[config.mk]
export PLATFORM = sky130hd
export DESIGN_NAME = nor_write_mgr
export DESIGN_NICKNAME = d
export VERILOG_FILES = /design/src/rtl/nor_wr_pkg.sv /design/src/rtl/nor_spi_shifter.sv /design/src/rtl/nor_wr_seq.sv /design/src/rtl/nor_write_mgr.sv
export SDC_FILE = /design/constraint.sdc
export NUM_CORES = 1
export LEC_CHECK = 0
export BUFFER_PORTS_ARGS = -buffer_cell sky130_fd_sc_hd__buf_4
export CAP_MARGIN = 20
export CORE_ASPECT_RATIO = 0.9
export CORE_MARGIN = 3
export CORE_UTILIZATION = 53
export CTS_CLUSTER_DIAMETER = 60
export DETAILED_ROUTE_END_ITERATION = 7
export GPL_TIMING_DRIVEN = 0
export HOLD_SLACK_MARGIN = 0.12
export PLACE_DENSITY = 0.77
export SYNTH_ARGS = -nofsm -noshare
export SYNTH_HDL_FRONTEND = slang
export SYNTH_SLANG_ARGS = --single-unit
[constraint.sdc]
create_clock -name clk -period 4.2 [get_ports clk]
set_input_delay 0.21 -clock clk [delete_from_list [all_inputs] [get_ports clk]]
set_output_delay 0.21 -clock clk [all_outputs]
set_load 0.01 [all_outputs]
[src/rtl/nor_wr_pkg.sv]
`timescale 1ns/1ps
package nor_wr_pkg;
  typedef enum logic [2:0] {
    OP_PROG       = 3'd0,
    OP_ERASE_SECT = 3'd1,
    OP_ERASE_HALF = 3'd2,
    OP_ERASE_BLK  = 3'd3,
    OP_ERASE_CHIP = 3'd4
  } op_e;

  typedef enum logic [2:0] {
    ST_IDLE, ST_WEN, ST_GAP, ST_CMD, ST_DATA, ST_POLL, ST_FIN
  } seq_e;

  localparam logic [7:0] CMD_WEN  = 8'h06;
  localparam logic [7:0] CMD_STAT = 8'h05;
  localparam logic [7:0] CMD_FILL = 8'h00;

  function automatic logic [7:0] op_code(input op_e op);
    case (op)
      OP_PROG:       return 8'h02;
      OP_ERASE_SECT: return 8'h20;
      OP_ERASE_HALF: return 8'h52;
      OP_ERASE_BLK:  return 8'hD8;
      default:       return 8'hC7;
    endcase
  endfunction

  function automatic logic in_frame(input seq_e s);
    return (s == ST_WEN) || (s == ST_CMD) || (s == ST_DATA) || (s == ST_POLL);
  endfunction
endpackage

[src/rtl/nor_spi_shifter.sv]
`timescale 1ns/1ps
// One-byte SPI mode-0 shifter: MSB first, changes mosi after falling edges,
// samples miso on rising edges and keeps only the most recent sampled bit.
module nor_spi_shifter #(
  parameter int SCK_HALF = 2
) (
  input  logic       clk,
  input  logic       rst_n,
  input  logic       start,
  input  logic [7:0] tx_byte,
  output logic       rx_last,
  output logic       done,
  output logic       sclk,
  output logic       mosi,
  input  logic       miso
);
  localparam int DW = (SCK_HALF > 1) ? $clog2(SCK_HALF) : 1;

  logic          active;
  logic [DW-1:0] dcnt;
  logic [2:0]    bcnt;
  logic [7:0]    tsh;

  always_ff @(posedge clk) begin
    if (!rst_n) begin
      active  <= 1'b0;
      dcnt    <= '0;
      bcnt    <= '0;
      tsh     <= '0;
      sclk    <= 1'b0;
      rx_last <= 1'b0;
      done    <= 1'b0;
    end else begin
      done <= 1'b0;
      if (start && !active) begin
        active <= 1'b1;
        tsh    <= tx_byte;
        dcnt   <= '0;
        bcnt   <= '0;
        sclk   <= 1'b0;
      end else if (active) begin
        if (dcnt == DW'(SCK_HALF - 1)) begin
          dcnt <= '0;
          sclk <= !sclk;
          if (!sclk) begin
            rx_last <= miso;
          end else if (bcnt == 3'd7) begin
            active <= 1'b0;
            done   <= 1'b1;
          end else begin
            bcnt <= bcnt + 3'd1;
            tsh  <= {tsh[6:0], 1'b0};
          end
        end else begin
          dcnt <= dcnt + DW'(1);
        end
      end
    end
  end

  assign mosi = tsh[7];

  assert_mosi_held_high_R2: assert property (@(posedge clk) disable iff (!rst_n)
    (sclk && $past(sclk)) |-> $stable(mosi));
  assert_byte_done_pulse_R2: assert property (@(posedge clk) disable iff (!rst_n)
    done |=> !done);
endmodule

[src/rtl/nor_wr_seq.sv]
`timescale 1ns/1ps
module nor_wr_seq
  import nor_wr_pkg::*;
#(
  parameter int SCK_HALF   = 2,
  parameter int PAGE_BYTES = 256,
  parameter int POLL_W     = 16,
  parameter int ADDR_BYTES = 3
) (
  input  logic                          clk,
  input  logic                          rst_n,
  input  logic                          req_valid,
  output logic                          req_ready,
  input  logic [2:0]                    req_op,
  input  logic [8*ADDR_BYTES-1:0]       req_addr,
  input  logic [$clog2(PAGE_BYTES):0]   req_len,
  input  logic [POLL_W-1:0]             poll_limit,
  input  logic                          wdat_valid,
  output logic                          wdat_ready,
  input  logic [7:0]                    wdat_byte,
  output logic                          busy,
  output logic                          done,
  output logic                          err_reject,
  output logic                          err_timeout,
  output logic                          cs_n,
  output logic                          eng_start,
  output logic [7:0]                    eng_tx,
  input  logic                          eng_rx_bit,
  input  logic                          eng_done
);
  localparam int PW      = $clog2(PAGE_BYTES);
  localparam int LW      = PW + 1;
  localparam int AW      = 8 * ADDR_BYTES;
  localparam int GAP_CYC = 2 * SCK_HALF;
  localparam int GW      = $clog2(GAP_CYC + 1);
  localparam int IW      = $clog2(ADDR_BYTES + 1);

  seq_e              st, st_nx, after_q;
  op_e               op_q;
  logic [AW-1:0]     addr_q;
  logic [LW-1:0]     len_q, dcount;
  logic [POLL_W-1:0] lim_q, polls;
  logic [GW-1:0]     gcnt;
  logic [IW-1:0]     idx;
  logic              inflight;

  logic          accept, reject_c, last_cmd, last_data, limit_hit;
  logic [LW:0]   span;

  assign accept    = req_valid && (st == ST_IDLE);
  assign span      = (LW+1)'(req_addr[PW-1:0]) + (LW+1)'(req_len);
  assign reject_c  = (req_op > 3'(OP_ERASE_CHIP)) ||
                     ((req_op == 3'(OP_PROG)) &&
                      ((req_len == '0) || (span > (LW+1)'(PAGE_BYTES))));
  assign last_cmd  = ((idx == '0) && (op_q == OP_ERASE_CHIP)) || (idx == IW'(ADDR_BYTES));
  assign last_data = (dcount == len_q - LW'(1));
  assign limit_hit = ({1'b0, polls} + (POLL_W+1)'(1)) >= {1'b0, lim_q};

  always_comb begin
    st_nx = st;
    case (st)
      ST_IDLE: if (accept) st_nx = reject_c ? ST_FIN : ST_WEN;
      ST_WEN:  if (eng_done) st_nx = ST_GAP;
      ST_GAP:  if (gcnt == GW'(GAP_CYC - 1)) st_nx = after_q;
      ST_CMD:  if (eng_done && last_cmd) st_nx = (op_q == OP_PROG) ? ST_DATA : ST_GAP;
      ST_DATA: if (eng_done && last_data) st_nx = ST_GAP;
      ST_POLL: if (eng_done && (idx == IW'(1)))
                 st_nx = (!eng_rx_bit || limit_hit) ? ST_FIN : ST_GAP;
      default: st_nx = ST_IDLE;
    endcase
  end

  always_comb begin
    eng_start  = 1'b0;
    eng_tx     = CMD_FILL;
    wdat_ready = 1'b0;
    if (!inflight) begin
      case (st)
        ST_WEN: begin eng_start = 1'b1; eng_tx = CMD_WEN; end
        ST_CMD: begin
          eng_start = 1'b1;
          eng_tx = (idx == '0) ? op_code(op_q)
                               : 8'(addr_q >> (8 * (ADDR_BYTES - int'(idx))));
        end
        ST_DATA: begin wdat_ready = 1'b1; eng_start = wdat_valid; eng_tx = wdat_byte; end
        ST_POLL: begin eng_start = 1'b1; eng_tx = (idx == '0) ? CMD_STAT : CMD_FILL; end
        default: ;
      endcase
    end
  end

  always_ff @(posedge clk) begin
    if (!rst_n) begin
      st <= ST_IDLE; after_q <= ST_CMD; op_q <= OP_PROG; addr_q <= '0;
      len_q <= '0; dcount <= '0; lim_q <= '0; polls <= '0; gcnt <= '0;
      idx <= '0; inflight <= 1'b0; cs_n <= 1'b1;
      err_reject <= 1'b0; err_timeout <= 1'b0;
    end else begin
      st   <= st_nx;
      cs_n <= !in_frame(st_nx);
      if (eng_start) inflight <= 1'b1;
      else if (eng_done) inflight <= 1'b0;
      if (accept) begin
        op_q <= op_e'(req_op); addr_q <= req_addr; len_q <= req_len; lim_q <= poll_limit;
        idx <= '0; dcount <= '0; polls <= '0;
        err_reject <= reject_c; err_timeout <= 1'b0;
      end
      if (st_nx == ST_GAP && st != ST_GAP) begin
        gcnt    <= '0;
        after_q <= (st == ST_WEN) ? ST_CMD : ST_POLL;
      end else if (st == ST_GAP) begin
        gcnt <= gcnt + GW'(1);
      end
      if (st == ST_GAP && st_nx != ST_GAP) idx <= '0;
      else if (eng_done && (st == ST_CMD || st == ST_POLL)) idx <= idx + IW'(1);
      if (eng_done && st == ST_DATA) dcount <= dcount + LW'(1);
      if (eng_done && st == ST_POLL && idx == IW'(1)) begin
        polls <= polls + POLL_W'(1);
        if (eng_rx_bit && limit_hit) err_timeout <= 1'b1;
      end
    end
  end

  assign busy      = (st != ST_IDLE);
  assign done      = (st == ST_FIN);
  assign req_ready = (st == ST_IDLE);

  assert_done_single_R10: assert property (@(posedge clk) disable iff (!rst_n)
    done |=> !done);
  assert_busy_ends_at_done_R10: assert property (@(posedge clk) disable iff (!rst_n)
    $fell(busy) |-> $past(done));
  assert_data_in_frame_R5: assert property (@(posedge clk) disable iff (!rst_n)
    wdat_ready |-> !cs_n);
  assert_reject_quiet_R6: assert property (@(posedge clk) disable iff (!rst_n)
    (done && err_reject) |-> (cs_n && $past(cs_n)));
  assert_deselect_min_R7: assert property (@(posedge clk) disable iff (!rst_n)
    $rose(cs_n) |=> cs_n);
endmodule

[src/rtl/nor_write_mgr.sv]
`timescale 1ns/1ps
module nor_write_mgr #(
  parameter int SCK_HALF   = 2,
  parameter int PAGE_BYTES = 256,
  parameter int POLL_W     = 16,
  parameter int ADDR_BYTES = 3
) (
  input  logic                        clk,
  input  logic                        rst_n,
  input  logic                        req_valid,
  output logic                        req_ready,
  input  logic [2:0]                  req_op,
  input  logic [8*ADDR_BYTES-1:0]     req_addr,
  input  logic [$clog2(PAGE_BYTES):0] req_len,
  input  logic [POLL_W-1:0]           poll_limit,
  input  logic                        wdat_valid,
  output logic                        wdat_ready,
  input  logic [7:0]                  wdat_byte,
  output logic                        busy,
  output logic                        done,
  output logic                        err_reject,
  output logic                        err_timeout,
  output logic                        sclk,
  output logic                        cs_n,
  output logic                        mosi,
  input  logic                        miso
);
  logic       eng_start, eng_done, eng_rx_bit;
  logic [7:0] eng_tx;

  nor_wr_seq #(
    .SCK_HALF(SCK_HALF), .PAGE_BYTES(PAGE_BYTES),
    .POLL_W(POLL_W), .ADDR_BYTES(ADDR_BYTES)
  ) u_seq (
    .clk(clk), .rst_n(rst_n),
    .req_valid(req_valid), .req_ready(req_ready), .req_op(req_op),
    .req_addr(req_addr), .req_len(req_len), .poll_limit(poll_limit),
    .wdat_valid(wdat_valid), .wdat_ready(wdat_ready), .wdat_byte(wdat_byte),
    .busy(busy), .done(done), .err_reject(err_reject), .err_timeout(err_timeout),
    .cs_n(cs_n), .eng_start(eng_start), .eng_tx(eng_tx),
    .eng_rx_bit(eng_rx_bit), .eng_done(eng_done)
  );

  nor_spi_shifter #(.SCK_HALF(SCK_HALF)) u_shift (
    .clk(clk), .rst_n(rst_n), .start(eng_start), .tx_byte(eng_tx),
    .rx_last(eng_rx_bit), .done(eng_done),
    .sclk(sclk), .mosi(mosi), .miso(miso)
  );

  assert_sclk_parked_R2: assert property (@(posedge clk) disable iff (!rst_n)
    cs_n |-> !sclk);
endmodule

* Word-level counts from Yosys, hierarchy flattened
Cells that the tools add are included.
Cells by class: mux-type cells 43, div/mod/pow operators 0, $add $sub $neg 10, multiply operators 0, shift operators 1, order comparisons 3, reduce and logical (&&, ||, !) cells 48, equal/unequal tests 23, bitwise logic cells 6
Operators by type and width (number):
- 8-bit case mux with 4 select lines | 2
- 8-bit 2-to-1 mux | 7
- 3-bit 2-to-1 mux | 11
- 16-bit 2-to-1 mux | 2
- 24-bit by 32-bit >> shifter with 8-bit output | 1
- 3-bit by 2-bit == test with 1-bit output, second input constant | 7
- 3-bit == test, second input constant | 7
- 9-bit 2-to-1 mux | 2
- 3-bit case mux with 6 select lines | 1
- 16-bit by 1-bit adder with 17-bit output, second input constant | 1
- 17-bit by 16-bit greater-or-equal comparator with 1-bit output | 1
- 16-bit by 1-bit adder with 16-bit output, second input constant | 1
- 1-bit 2-to-1 mux | 15
- 1-bit logical AND | 14
- 2-bit nonzero test | 7
- 4-bit AND reduction | 3
- 8-bit by 9-bit adder with 10-bit output | 1
- 10-bit by 9-bit > comparator with 1-bit output, second input constant | 1
- 9-bit by 1-bit adder with 9-bit output, second input constant | 1
- 3-bit by 1-bit == test with 1-bit output, second input constant | 3
- 9-bit == test | 1
- 3-bit zero test | 3
- 9-bit zero test | 1
- 9-bit by 1-bit subtractor with 9-bit output, second input constant | 1
- other kinds (20) | 40
Storage, ports and cells: bits in read-only memories 0, latch bits 0, bits of input ports 65, flip-flop bits (word level) 108, logic and storage cells 155, memory bits (writable) 0, memories 0

* Longest topological paths before layout
Gate-level depths: netlist of the first run.
depth in word-level cells 13, depth in mapped cells 15

* Cells and area by module
From an unflattened synthesis of the first run, not the netlist that was laid out.
Second synthesis, totals: cell total of the unflattened synthesis 802, area total of the unflattened synthesis 6160.9 µm²
Modules (own cells, without submodules):
- nor_wr_seq | cells each 733, sequential area each 1821.7 µm², area each 5459.0 µm², times used 1
- nor_spi_shifter | cells each 69, sequential area each 320.3 µm², area each 701.9 µm², times used 1

* Worst setup path before layout of the first run
Ideal clock, no wire load.
path kind reg2reg, start register u_seq.polls[0], end register u_seq.cs_n, clock period less this slack 3.964 ns, buffers on the path 1, cell stages (with the launch flop) 15, setup slack 0.236 ns, data arrival time 3.839 ns, cell sequence dfxtp_1 -> ha_1 -> and3_1 -> nand4_1 -> or2_2 -> clkbuf_1 -> xnor2_1 -> ha_1 -> a21o_1 -> a21o_1 -> a2111oi_0 -> o22ai_1 -> a311o_1 -> or2_1 -> a2111o_1
Between the ends: word-level cells in the longest chain between the ends 11
RTL lines:
- from (decl) | line nor_wr_seq.sv:42 | logic [POLL_W-1:0] lim_q, polls;
- from (signal assigned) | line nor_wr_seq.sv:118 | polls <= polls + POLL_W'(1);
- 16-bit by 1-bit adder with 17-bit output * | line nor_wr_seq.sv:57 | assign limit_hit = ({1'b0, polls} + (POLL_W+1)'(1)) >= {1'b0, lim_q};
- 17-bit by 16-bit greater-or-equal comparator with 1-bit output * | line nor_wr_seq.sv:57
- 1-bit logical OR * | line nor_wr_seq.sv:68 | st_nx = (!eng_rx_bit || limit_hit) ? ST_FIN : ST_GAP;
- 3-bit 2-to-1 mux * | line nor_wr_seq.sv:68
- 3-bit 2-to-1 mux * | line nor_wr_seq.sv:67 | ST_POLL: if (eng_done && (idx == IW'(1)))
- 3-bit case mux with 6 select lines * | line nor_wr_seq.sv:61 | case (st)
- 3-bit by 1-bit == test with 1-bit output or 3-bit by 2-bit == test with 1-bit output (tied branches) | line nor_wr_pkg.sv:30 | return (s == ST_WEN) || (s == ST_CMD) || (s == ST_DATA) || (s == ST_POLL);
- 1-bit logical OR (2 in a row) | line nor_wr_pkg.sv:30
- 1-bit logical OR * | line nor_wr_pkg.sv:30
- 1-bit zero test * | line nor_wr_seq.sv:100 | cs_n <= !in_frame(st_nx);
- to (signal assigned) | line nor_wr_seq.sv:100
- to (decl) | line nor_wr_seq.sv:25 | output logic cs_n,
Every way passes the cells marked *; elsewhere a longest branch is shown, timed or not. A chain may end at the register's enable or synchronous reset.

* Worst setup path after layout of the first run
Ends and elaborated chain as after synthesis.

==> results.toml, run 1 <==
[worst_setup_path]
max_stage_delay_ps = 460
path_max_fanout = 5
crit-reg2reg-launch = "u_seq.polls[0]$_SDFFE_PN0P_"
crit_top_cell = "a21o_1"
critical_path_required_ps = 4430
crit_start = "u_seq.polls[0]$_SDFFE_PN0P_"
crit_slowest_cell = "a311o_1"
cp_num_cells = 13
worst_setup_path_start_kind = "flip-flop"
crit_path_end_kind = "flip-flop"
arrival_ps = 4260
reg2reg_depth = 13
path_buf_inv = 0
cpLargestDelayFamily = "compound AO/OA/AOI/OAI gates"
crit_end = "u_seq.cs_n$_SDFF_PN1_"
reg2reg_slack_ps = 170
crit_chain = "ha_2 > and3_2 > nand4_1 > or2_2 > xnor2_2 > ha_1 > a21o_1 > a21o_1 > a2111oi_4 > o22ai_1 > a311o_1 > or2_1 > a2111o_1"
crit_type = "flip-flop to flip-flop"
reg2reg_to = "u_seq.cs_n$_SDFF_PN1_"

[synthesis]
avgSynthCellArea_sq_um = 7.659
synth_seq_cells = 107
seq_area_frac_synth_pct = 34.96
yosys_warnings = 0
syn_area_sq_mm = 0.006127
synthFlopType = "dfxtp_1"
synth-edff-count = 0
synthCells = 800
async_flop_share_pct = 0
synth_nets = 900
ys_types = 63

[finish]
fin_cells = 1083
final-seq-area_sq_mm = 0.002143
drive_gt1_share_pct = 12.14
nFillCells = 911
area_growth_pct = 25.28
n_antenna_cell = 0
multi_input_area_sq_mm = 0.003772
final_nets = 1026
post-route-util_pct = 69.56

[power_and_ir_drop]
seqPwrFrac_pct = 41.6
comb_power_share_pct = 24.0
power_frac_clock_pct = 34.4
p_leak_nw = 3.170
internal-power_mw = 1.907
switchingPower_mw = 0.8590
pwr_density_cell_mw_per_mm2 = 360.3
switching_share_pct = 31.06
peakVddDrop_v = 0.0002706

[timing]
relSlewSlack_pct = 30.63
rsz0062_at_grt = "no"
setup_viol = 0
period_share_pct = 95.88
skew_ps = 6.523
hold_violations = 0
worst_pin_slew_ps = 1038
final_max_slew_viol_count = 0
whs_ps = 120.9
fmax_mhz = 248.3
period_minus_slack_ps = 4027

[run_status]
status = "finished clean"

[grt]
grt_antenna_before_repair = 0
overflow = 0
grt_pass1_wl_um = 29100
grt_max_degree = 20
first_global_vias = 6145
grtUsageTotal_pct = 27.95

[placed_design]
hpwl_um = 12980
port_buffers = 73
gp_congestion = 0.9140
dpl.cell_count = 1025

[drt]
drt-initial-drc-count = 394
avgViaCountPerCell = 5.743
finalWirelength_um = 17790
firstDrtPassIters = 5
ant_nets = 0
drc = 0
wire_per_inst_um = 16.43
num_vias = 6220

[clocking]
path_clk_slew_ps = 80
htreeDepth = 3
cts_tree = "done"
clockBufferDepth = 2
cts.sinks = 107
cts_buffers = 9
clock_latency_ps = 360
clockRootBuffer = "clkbuf_16"

[die]
die_x_um = 119.3
fp.dieH_um = 108
rows = 36
num_io_pins = 74
die-area_sq_mm = 0.01289
fp.coreArea_sq_mm = 0.01104
initial_core_util_pct = 55.52

[hold_path]
min_path_type = "primary input to flip-flop"

[flow_run]
max_cap_violations = 0
[per-stage QoR]
step / TNS [ps] / cell area (sq um) / setup WS (ps) / power (mW)
6_report: 0 / 7676 / 173.0 / 2.766
5_1_grt: 0 / 7676 / 0.8518 / 2.897
4_1_cts: 0 / 7627 / 32.42 / 2.762
3_5_place_dp: -1148 / 6865 / -297.4 / 1.786
3_3_place_gp: -1154 / 6865 / -304.7 / 1.761
2_1_floorplan: 0 / 6127 / 236.4 / 1.575
[cell usage after synthesis, drive strengths merged, types with 11 or more instances]
cell / n / area [sq um]
a211oi: 11 / 82.58
a21oi: 92 / 460.4
and2: 11 / 68.82
clkbuf: 33 / 123.9
dfxtp: 107 / 2142
ha: 34 / 425.4
inv: 34 / 127.6
mux2i: 15 / 150.1
nand2: 153 / 574.3
nand3: 20 / 100.1
nor2: 75 / 284.0
nor3: 21 / 105.1
o21ai: 33 / 165.2
xnor2: 14 / 122.6
xor2: 19 / 166.4
[registers in the layout (all words and copies together), names as in the netlist]
name,cells
u_seq.inflight,1
u_seq.len_q,9
u_shift.bcnt,3
u_seq.op_q,3
u_seq.lim_q,16
u_seq.err_timeout,1
u_seq.err_reject,1
u_shift.tsh,8
u_shift.done,1
u_seq.st,3
u_seq.cs_n,1
u_seq.dcount,9
u_shift.dcnt,1
u_seq.addr_q,24
u_seq.idx,2
u_seq.after_q,2
u_shift.rx_last,1
u_shift.active,1
u_seq.polls,16
u_shift.sclk,1
u_seq.gcnt,3
[area by class of cell]
| class | instances | share of cell area [%] |
|---|---|---|
| Multi-Input combinational cell | 621 | 49.14 |
| Clock buffer | 9 | 2.934 |
| Clock inverter | 7 | 1.369 |
| Sequential cell | 107 | 27.92 |
| Timing Repair Buffer | 116 | 12.68 |
| Tap cell | 152 | 2.478 |
| Buffer | 37 | 1.809 |
| Inverter | 34 | 1.663 |
[logic make-up after synthesis]
logic type | count (synthesis) | synth area share (%)
buffers and inverters | 72 | 4.411
AO/OA/AOI/OAI | 197 | 20.07
multiplexers | 21 | 3.553
AND/OR/NAND/NOR | 334 | 24.65
adder cells (fa/ha/maj) | 35 | 7.270
flip-flops | 107 | 34.96
XOR/XNOR | 34 | 5.085
[metal layers]
layer	up-vias	GRT usage, %	wire [um]
li1	3041	-	-
met1	2951	34.42	7559
met3	18	5.910	1074
met5	-	0	0
met2	210	50.38	8944
met4	0	6.623	211
[power groups by stage]
stage / logic, mW / clock network, mW / registers (mW)
after floorplan: 0.418 / 0 / 1.16
after global placement: 0.593 / 0 / 1.17
after detailed placement: 0.614 / 0 / 1.17
after CTS: 0.650 / 0.964 / 1.15
after global routing: 0.738 / 0.999 / 1.16
final: 0.663 / 0.951 / 1.15
[cell usage in the layout, fill, tap and decap left out, types with 4 or more instances in the layout]
cell type	n
nand2_1	153
dfxtp_1	106
a21oi_1	92
buf_4	75
nor2_1	74
dlygate4sd3_1	41
inv_1	34
o21ai_0	33
ha_1	33
clkbuf_1	32
nand3_1	20
nor3_1	20
xor2_1	19
mux2i_1	15
xnor2_1	13
a211oi_1	11
and2_1	10
nand2b_1	9
a221oi_1	9
clkbuf_16	9
a22oi_1	8
nor2b_1	7
o21a_1	6
mux2_2	6
buf_1	5
nand3b_1	5
or3_1	5
nor4_1	4
a21o_1	4
a31oi_1	4
o31ai_1	4
[worst min path at each step]
stage | startpoint | endpoint | slack (ps) | cells after the start
3_5_place_dp | u_seq.addr_q[6]$_SDFFE_PN0P_ | u_seq.addr_q[6]$_SDFFE_PN0P_ | 450 | 2
5_1_grt | req_len[1] | u_seq.len_q[1]$_SDFFE_PN0P_ | 120 | 3
2_1_floorplan | req_addr[0] | u_seq.addr_q[0]$_SDFFE_PN0P_ | 350 | 2
6_report | req_addr[12] | u_seq.addr_q[12]$_SDFFE_PN0P_ | 120 | 3
3_3_place_gp | u_seq.addr_q[9]$_SDFFE_PN0P_ | u_seq.addr_q[9]$_SDFFE_PN0P_ | 440 | 2
4_1_cts | req_addr[12] | u_seq.addr_q[12]$_SDFFE_PN0P_ | 120 | 3
[worst reg2reg max path: stages, from the launching register on]
cell and delay, ps:
dfxtp_2 380, ha_2 210, and3_2 240, nand4_1 130
or2_2 400, xnor2_2 170, ha_1 300, a21o_1 160
a21o_1 210, a2111oi_4 380, o22ai_1 140, a311o_1 460
or2_1 260, a2111o_1 450
[timing repair]
| action | 4_1_cts | 5_1_grt |
|---|---|---|
| endpoints found under the setup margin | 7 | 6 |
| hold endpoints to repair | 41 | 0 |
| buffers inserted | 1 | 1 |
| resized for setup | 4 | 8 |
| pin swaps | 2 | 2 |
| hold buffers | 41 | 0 |
Power figures use the tool's default switching activity.
==> run 2: changes to the inputs <==
--- a/config.mk
+++ b/config.mk
@@ -7,14 +7,16 @@
 export LEC_CHECK = 0
 export BUFFER_PORTS_ARGS = -buffer_cell sky130_fd_sc_hd__buf_4
 export CAP_MARGIN = 20
+export CELL_PAD_IN_SITES_DETAIL_PLACEMENT = 0
+export CELL_PAD_IN_SITES_GLOBAL_PLACEMENT = 1
 export CORE_ASPECT_RATIO = 0.9
 export CORE_MARGIN = 3
-export CORE_UTILIZATION = 53
+export CORE_UTILIZATION = 39
 export CTS_CLUSTER_DIAMETER = 60
 export DETAILED_ROUTE_END_ITERATION = 7
-export GPL_TIMING_DRIVEN = 0
+export GPL_TIMING_DRIVEN = 1
 export HOLD_SLACK_MARGIN = 0.12
-export PLACE_DENSITY = 0.77
+export PLACE_DENSITY_LB_ADDON = 0.1
 export SYNTH_ARGS = -nofsm -noshare
 export SYNTH_HDL_FRONTEND = slang
 export SYNTH_SLANG_ARGS = --single-unit
==> results.toml, run 2 (synthesized netlist as in run 1, its figures left out) <==
[placed_design]
port_buffers = 73
dpl.cell_count = 1042
hpwl_um = 12180
gp_congestion = 0.8618

[finish]
fin_cells = 1093
final-seq-area_sq_mm = 0.002142
nFillCells = 1490
layout_commonest_cell = "nand2_1"
drive_gt1_share_pct = 12.96
multi_input_area_sq_mm = 0.003725
largest_reg_flops = 24
area_growth_pct = 22.71
final_nets = 990
n_antenna_cell = 0
top_register = "u_seq.addr_q"
largest_registers = "u_seq.addr_q x24, u_seq.lim_q x16, u_seq.polls x16"
final_cell_mix = "nand2_1 (152), dfxtp_1 (107), a21oi_1 (92)"

[timing]
relSlewSlack_pct = 40.17
setup_viol = 0
period_share_pct = 94.14
period_minus_slack_ps = 3954
worst_pin_slew_ps = 896.1
skew_ps = 9.969
fmax_mhz = 252.9
hold_violations = 0
rsz0062_at_grt = "no"
whs_ps = 128.6
fin_tns_setup_ps = 0
final_max_slew_viol_count = 0

[power_and_ir_drop]
p_leak_nw = 3.093
pwr_density_cell_mw_per_mm2 = 354.9
peakVddDrop_v = 0.0002109

[worst_setup_path]
crit_type = "flip-flop to flip-flop"
max_stage_delay_ps = 440
worst_setup_path_start_kind = "flip-flop"
crit_chain = "ha_1 > and3_1 > nand4_1 > or2_2 > xnor2_1 > ha_1 > a21o_1 > a21o_1 > a2111oi_2 > o22ai_1 > a311o_1 > or2_1 > a2111o_1"
arrival_ps = 4200
crit_slowest_cell = "a311o_1"
crit_path_end_kind = "flip-flop"
path_max_fanout = 5
critical_path_required_ps = 4450

[clocking]
path_clk_slew_ps = 70
clockRootBuffer = "clkbuf_16"
cts_buffers = 9
cts.sinks = 107
clockBufferDepth = 2
htreeDepth = 3
clock_latency_ps = 360
cts_tree = "done"
post-cts-setup-buffers = 0

[grt]
grt_max_degree = 49
grtUsageTotal_pct = 18.99
grt_antenna_before_repair = 0
first_global_vias = 5510
overflow = 0
grt_pass1_wl_um = 27390

[die]
die_x_um = 138.1
rows = 42
fp.dieH_um = 124.9
num_io_pins = 74
fp.coreArea_sq_mm = 0.01503
die-area_sq_mm = 0.01725
initial_core_util_pct = 40.77

[drt]
drt-initial-drc-count = 298
ant_nets = 0
finalWirelength_um = 16390
avgViaCountPerCell = 5.295
wire_per_inst_um = 14.99
drc = 0
num_vias = 5787
firstDrtPassIters = 5

[run_status]
status = "finished clean"

[flow_run]
max_cap_violations = 0

[hold_path]
min_path_type = "primary input to flip-flop"
==> run 2: cell count changes in the layout (fill, tap and decap cells not counted), moves of 2 or more <==
cell,before,now
buf_1,5,0
buf_4,75,82
clkbuf_1,32,0
dlygate4sd3_1,41,35
nor4_1,4,6
==> run 2: through the flow <==
step | instance area (sq um) | total power [mW] | utilization [%] | worst slack (ps)
after floorplan | 6127 | 1.575 | - | 236.4
after global placement | 6852 | 1.768 | 45.59 | 173.5
after detailed placement | 6852 | 1.783 | 45.59 | 86.14
after CTS | 7512 | 2.701 | 49.98 | 67.07
after global routing | 7518 | 2.829 | 50.03 | 19.43
final | 7518 | 2.668 | 50.03 | 246.2
==> run 2: power by group <==
part	switching (mW)	internal, mW
clock	0.402	0.484
combinational	0.350	0.270
sequential	0.0689	1.09
==> run 2: worst paths after layout <==
check,start,end,slack [ps],depth (start not counted)
worst min-delay path,req_len[6],u_seq.len_q[6]$_SDFFE_PN0P_,130,3
worst min register to register,u_seq.lim_q[15]$_SDFFE_PN0P_,u_seq.lim_q[15]$_SDFFE_PN0P_,460,2
worst max register to register,u_seq.polls[0]$_SDFFE_PN0P_,u_seq.cs_n$_SDFF_PN1_,250,13
worst max-delay path,u_seq.polls[0]$_SDFFE_PN0P_,u_seq.cs_n$_SDFF_PN1_,250,13
==> run 2: area by class of cell <==
cell class	count	share of cell area, %
Inverter	34	1.697
Timing Repair Buffer	117	12.85
Clock buffer	10	3.179
Clock inverter	6	0.9486
Tap cell	198	3.295
Multi-Input combinational cell	621	49.54
Sequential cell	107	28.49
==> run 2: metal layers <==
layer,vias up,track usage [%],wire [um]
met5,-,0,0
met4,0,4.707,195
met3,14,3.109,654
met2,105,29.76,7115
met1,2693,27.32,8420
li1,2975,-,-
==> run 2: repair_timing <==
action / CTS / global route
hold buffers: 35 / 0
setup endpoints to repair: 0 / 6
hold endpoints to repair: 35 / 0
resized for setup: 0 / 2
==> run 2: critical path: cells and delay by family, from the launching register on <==
kind / cells / cell delay [ps]
flops: 1 / 410
xor+xnor: 1 / 140
simple gates: 4 / 1050
compound gates: 6 / 1720
fa+ha+maj: 2 / 530
